## config.mk

```make
export PLATFORM = sky130hd
export DESIGN_NAME = branch_addr_unit
export DESIGN_NICKNAME = d
export VERILOG_FILES = /design/src/rtl/bau_pkg.sv /design/src/rtl/bau_scaled_add.sv /design/src/rtl/bau_ctrl.sv /design/src/rtl/branch_addr_unit.sv
export SDC_FILE = /design/constraint.sdc
export NUM_CORES = 1
export LEC_CHECK = 0
export BUFFER_PORTS_ARGS = -buffer_cell sky130_fd_sc_hd__clkbuf_2
export CAP_MARGIN = 0
export CORE_ASPECT_RATIO = 0.7
export CORE_UTILIZATION = 50
export DETAILED_ROUTE_END_ITERATION = 12
export PLACE_DENSITY = 0.75
export SYNTH_ARGS = -nofsm -noshare
export SYNTH_HDL_FRONTEND = slang
export SYNTH_SLANG_ARGS = --single-unit
```

## constraint.sdc

```tcl
create_clock -name vclk -period 10
set_input_delay 2 -clock vclk [all_inputs]
set_output_delay 2 -clock vclk [all_outputs]
set_load 0.02 [all_outputs]
```

## src/rtl/bau_pkg.sv

```systemverilog
package bau_pkg;

  parameter int unsigned XLEN       = 64;
  parameter int unsigned OPW        = 4;
  parameter int unsigned INSN_BYTES = 2;

  // immediate scale exponents, one per operation class
  localparam int unsigned SH_MEM   = 3;
  localparam int unsigned SH_REL   = 1;
  localparam int unsigned SH_UPPER = 8;

  typedef enum logic [OPW-1:0] {
    OP_NONE  = 4'd0,
    OP_LOAD  = 4'd1,
    OP_STORE = 4'd2,
    OP_BRZ   = 4'd3,
    OP_BRNZ  = 4'd4,
    OP_PCADD = 4'd5,
    OP_PCUP  = 4'd6,
    OP_JREG  = 4'd7,
    OP_JREL  = 4'd8
  } bau_op_e;

  // base + imm * 2^sh, modulo 2^XLEN
  function automatic logic [XLEN-1:0] scaled_sum(
    input logic [XLEN-1:0] base,
    input logic [XLEN-1:0] imm,
    input int unsigned     sh
  );
    return base + (imm << sh);
  endfunction

endpackage

```

## src/rtl/bau_scaled_add.sv

```systemverilog
module bau_scaled_add
  import bau_pkg::*;
#(
  parameter int unsigned W     = XLEN,
  parameter int unsigned SHIFT = 0
) (
  input  logic [W-1:0] base_i,
  input  logic [W-1:0] imm_i,
  output logic [W-1:0] sum_o
);

  logic [W-1:0] scaled;

  assign scaled = imm_i << SHIFT;
  assign sum_o  = base_i + scaled;

endmodule

```

## src/rtl/bau_ctrl.sv

```systemverilog
module bau_ctrl
  import bau_pkg::*;
#(
  parameter int unsigned W = XLEN
) (
  input  logic [OPW-1:0] op_i,
  input  logic [W-1:0]   ra_i,
  output logic           taken_o,
  output logic           from_reg_o,
  output logic           wb_en_o,
  output logic           wb_upper_o
);

  logic ra_zero;
  assign ra_zero = (ra_i == '0);

  always_comb begin
    taken_o    = 1'b0;
    from_reg_o = 1'b0;
    wb_en_o    = 1'b0;
    wb_upper_o = 1'b0;
    case (op_i)
      OP_BRZ:   taken_o = ra_zero;
      OP_BRNZ:  taken_o = ~ra_zero;
      OP_JREL:  taken_o = 1'b1;
      OP_JREG: begin
        taken_o    = 1'b1;
        from_reg_o = 1'b1;
      end
      OP_PCADD: wb_en_o = 1'b1;
      OP_PCUP: begin
        wb_en_o    = 1'b1;
        wb_upper_o = 1'b1;
      end
      default: ;
    endcase
  end

endmodule

```

## src/rtl/branch_addr_unit.sv

```systemverilog
module branch_addr_unit
  import bau_pkg::*;
#(
  parameter int unsigned W = XLEN
) (
  input  logic [OPW-1:0] op_i,
  input  logic [W-1:0]   pc_i,
  input  logic [W-1:0]   ra_i,
  input  logic [W-1:0]   rb_i,
  input  logic [W-1:0]   imm_i,
  output logic [W-1:0]   mem_addr_o,
  output logic [W-1:0]   next_pc_o,
  output logic           taken_o,
  output logic [W-1:0]   wb_val_o,
  output logic           wb_valid_o
);

  localparam logic [W-1:0] STEP = W'(INSN_BYTES);

  // named internal events, observed by the bound checker
  logic [W-1:0] seq_pc;
  logic [W-1:0] rel_tgt;
  logic [W-1:0] reg_tgt;
  logic [W-1:0] upper_val;
  logic         redirect;
  logic         use_reg;
  logic         wb_en;
  logic         wb_upper;

  assign seq_pc = pc_i + STEP;

  bau_scaled_add #(.W(W), .SHIFT(SH_MEM)) u_mem (
    .base_i(rb_i), .imm_i(imm_i), .sum_o(mem_addr_o)
  );

  bau_scaled_add #(.W(W), .SHIFT(SH_REL)) u_rel (
    .base_i(pc_i), .imm_i(imm_i), .sum_o(rel_tgt)
  );

  bau_scaled_add #(.W(W), .SHIFT(SH_REL)) u_reg (
    .base_i(ra_i), .imm_i(imm_i), .sum_o(reg_tgt)
  );

  bau_scaled_add #(.W(W), .SHIFT(SH_UPPER)) u_upper (
    .base_i(pc_i), .imm_i(imm_i), .sum_o(upper_val)
  );

  bau_ctrl #(.W(W)) u_ctrl (
    .op_i       (op_i),
    .ra_i       (ra_i),
    .taken_o    (redirect),
    .from_reg_o (use_reg),
    .wb_en_o    (wb_en),
    .wb_upper_o (wb_upper)
  );

  always_comb begin
    if (!redirect)    next_pc_o = seq_pc;
    else if (use_reg) next_pc_o = reg_tgt;
    else              next_pc_o = rel_tgt;
  end

  always_comb begin
    if (!wb_en)        wb_val_o = '0;
    else if (wb_upper) wb_val_o = upper_val;
    else               wb_val_o = rel_tgt;
  end

  assign taken_o    = redirect;
  assign wb_valid_o = wb_en;

endmodule

```

# Word-level counts from Yosys, hierarchy flattened
# Index checks and enable logic that the tools add are counted.
# totals
regBits,0
latch_bits,0
mem_bits_rw,0
mem_bits_ro,0
inputBits,260
out_inout_bits,194
word_cells,23
memories,0
# op_classes
addsub,5
mul,0
div,0
order_cmp,0
n_eq_ne,6
shifts,0
n_mux,8
bitwise_logic,1
n_reduce_logical,3
# ops
cell,n
$add A64 B64 Y64,4
$mux W64,4
$add A64 B2 Y64 const B,1
$logic_not A64 Y1,1
$eq A4 B3 Y1 const B,4
$eq A4 B2 Y1 const B,1
$eq A4 B4 Y1 const B,1
$reduce_or A2 Y1,2
$mux W1,3
$pmux W1 S3,1
$not A1 Y1,1

# Depth between registers and ports, before layout
# logic_depth
word_depth,4
depth_mapped,13
depth_no_buf,13

# By module
# A second synthesis with hierarchy kept.
# unflattened
hier_cells,2818
hier_area_um2,18723.0
# modules_own_cells
module,instances,cells_per_inst,area_per_inst_um2,seq_area_each_um2
bau_scaled_add at u_reg ...,2,569,3766.1,0.0
branch_addr_unit,1,587,3880.0,0.0
bau_scaled_add at u_mem,1,539,3657.3,0.0
bau_scaled_add at u_upper,1,522,3444.6,0.0
bau_ctrl,1,32,209.0,0.0

# Least setup slack after synthesis
# Ideal clock, no wire load.
# synth_timing
path_kind,input -> output
from,input pc_i[8]
to,output wb_val_o[54]
arrival_time_ns,4.762
required_ns,8.000
slack_ns,3.238
path_stages,12
n_path_buf,0
cell_sequence,ha_1 > fa_1 > a211o_1 > o211ai_1 > a211o_1 > a21oi_1 > or3_1 > a211oi_2 > o21bai_1 > a221oi_2 > xor2_1 > o22ai_1
# synth_via
elab_chain_len,3
word_cells_on_any_way,4
cone_classes,2 x add/sub; 2 x mux
# synth_rtl
element,line,text
start: declaration,branch_addr_unit.sv:7,"input logic [W-1:0] pc_i,"
$add A64 B64 Y64,bau_scaled_add.sv:15,assign sum_o = base_i + scaled;
$mux W64 *,branch_addr_unit.sv:65,else if (wb_upper) wb_val_o = upper_val;
$mux W64 *,branch_addr_unit.sv:64,if (!wb_en) wb_val_o = '0;
end: declaration,branch_addr_unit.sv:14,"output logic [W-1:0] wb_val_o,"
# Every way passes the cells marked *; elsewhere a longest branch is shown, timed or not.

# Worst setup path in the final report
# layout_timing
from,input imm_i[1]
to,output next_pc_o[60]
# layout_via
elab_chain_len,3
word_cells_on_any_way,4
cone_classes,2 x add/sub; 2 x mux
# layout_rtl
element,line,text
start: declaration,branch_addr_unit.sv:10,"input logic [W-1:0] imm_i,"
$add A64 B64 Y64,bau_scaled_add.sv:15,
$mux W64 *,branch_addr_unit.sv:59,else if (use_reg) next_pc_o = reg_tgt;
$mux W64 *,branch_addr_unit.sv:58,if (!redirect) next_pc_o = seq_pc;
end: declaration,branch_addr_unit.sv:12,"output logic [W-1:0] next_pc_o,"
# Marks and branches as above.

==> results.md <==
* Yosys cell types at 88
* RSZ-0062 raised after global routing: no
* Hold Vio Cnt, Final at 0
* Antenna violations before repair at 1
* Crit path buffers/inverters at 2
* Critical path's slowest cell: o31ai_1
* Fin nets at between 3000 and 4000
* Synth warn at 0
* Placed cell count at approximately 3400
* Crit path from: imm_i[1]
* Worst Hold Class: input port to output pin
* Hold-fix buffers at CTS at 0
* # rows at 56
* Area grow syn2layout at 13.7%
* Vias in the first global route at 20300
* Most frequent cell after synthesis: a21oi_1
* Final-layout clock buffer total at 0
* Share of post-route cells with drive strength above 1 at 0.172
* I/O Buffers at ~450
* Initial core utilization at 0.512
* Largest net degree at the start of global routing at 67
* Max frequency at between 100 and 150 MHz
* Routed via count at 23200
* Critical path capture point type: output pin
* Cell count after synthesis at around 2600
* Placer Congestion at approximately 1.2
* Mapped Area at 17200 sq um
* Max FO, Critical Path at 8
* Top delay family on crit path: compound AO/OA/AOI/OAI gates
* CTS resizes at 0
* CP endpoint: next_pc_o[60]
* Critical Path AT at about 6.3 ns
* Max Cap Violations at 0
* Commonest cells in the synthesized netlist: a21oi_1, nand2_1, ha_1
* DRC violations left at 0
* Final setup viols at 0
* First-pass GRT wire length at 122 mm
* Area leader, netlist: ha_1
* WP data required at 8.00 ns
* Final HPWL from detailed placement at between 70 and 80 mm
* Setup tns final at 0 ns
* Post-route ant nets at 0
* Synth area leaders: ha_1, a21oi_1, xnor2_1
* Register area at 0 sq um
* Least-Margin Pin Slew at around 1.2 ns
* Mapped Avg Cell Area at 6.57 sq um
* CP Depth at 13
* Final non-filler cell total at around 3400
* GRT overflow at 0
* Die height at 157 um
* Max-slew violation count at 0
* Top cell type's share of synthesized area at 0.174
* Post-Syn Nets at 3126
* Core footprint at 33700 sq um
* IO Count at 454
* Vias per cell at 6.82
* Wire per inst at approximately 25 um
* Part of the Yosys area used for sequential elements at 0
* Worst slew margin at 0.192
* Status: complete, no violations
* Max incr delay on CP at 0.97 ns
* Min Tclk post-route at 8.25 ns
* Die area at 35200 sq um
* Worst-path cell chain: clkbuf_2, ha_1, a211oi_1, nor2_1, o31ai_1, o211ai_1, a21oi_2, a2bb2oi_1, a221o_1, a31oi_1, xor2_1, o221ai_1, clkbuf_2
* Setup CP Type: input port to output pin
* Startpoint Class: input port
* Seq cells at 0
* Most frequent cell on the critical path: clkbuf_2
* Final period util at 0.825
* Routed Wire Length at 84.7 mm
* GRT Overall Usage at 0.451
* Die W at 224 um
* Initial DRC count at roughly 3000
* 1st-pass router iterations at 9
* Setup Fix Bufs, Post-CTS at 0
per-layer routing:
layer	global-route usage	wire [um]	vias up
met2	0.574	30000	1784
li1	-	-	10500
met5	0	13	-
met4	0.0949	2340	2
met3	0.242	16700	163
met1	0.641	35700	10800
kinds of logic (layout without fill, tap and decap cells):
family / Yosys count / in the layout / synth area share
xor+xnor: 279 / 279 / 0.142
buf+inv: 193 / 514 / 0.0441
other cells: 0 / 1 / 0
compound gates: 1027 / 1027 / 0.387
simple gates: 876 / 876 / 0.246
fa+ha+maj: 244 / 244 / 0.179
mux: 3 / 3 / 0.00174
layout make-up:
cell class,instances,area [sq um]
Multi-Input combinational cell,2429,16500
Antenna cell,1,2.50
Inverter,55,206
Tap cell,464,581
Timing Repair Buffer,459,2330
Fill cell,3321,14100
worst min-delay path by stage:
stage | startpoint | end | depth (start not counted)
after floorplan | rb_i[0] | mem_addr_o[0] | 1
after global placement | rb_i[0] | mem_addr_o[0] | 0
after detailed placement | rb_i[0] | mem_addr_o[0] | 0
after CTS | rb_i[0] | mem_addr_o[0] | 0
after global routing | rb_i[1] | mem_addr_o[1] | 0
final | rb_i[1] | mem_addr_o[1] | 0
layout by cell type (no fill, tap or decap), drive strengths merged, types with 8 or more instances in the layout:
cell	n
a311oi	8
a211oi	29
nand2b	20
a21boi	13
a221o	8
or2	14
a211o	11
o31ai	18
buf	12
nor4	27
o221ai	20
nor2	188
a31oi	39
o21a	29
o21ai	187
and3	33
nand4	86
xnor2	175
inv	55
and4	11
nand2	284
ha	240
or4	8
o22ai	12
a21o	156
nor3	43
or3	16
a21oi	320
clkbuf	447
xor2	104
o21bai	51
and2	21
nor2b	30
a22oi	32
a2111oi	10
nand3	77
o211ai	22
metrics by stage:
step	utilization	hold slack (ns)	worst slack, ns	area [sq um]
floorplan	-	4.11	3.24	17200
global placement	0.582	4.00	2.11	19600
detailed placement	0.582	4.00	2.12	19600
CTS	0.582	4.00	2.10	19600
global route	0.582	4.00	1.70	19600
finish	0.582	4.00	1.75	19600
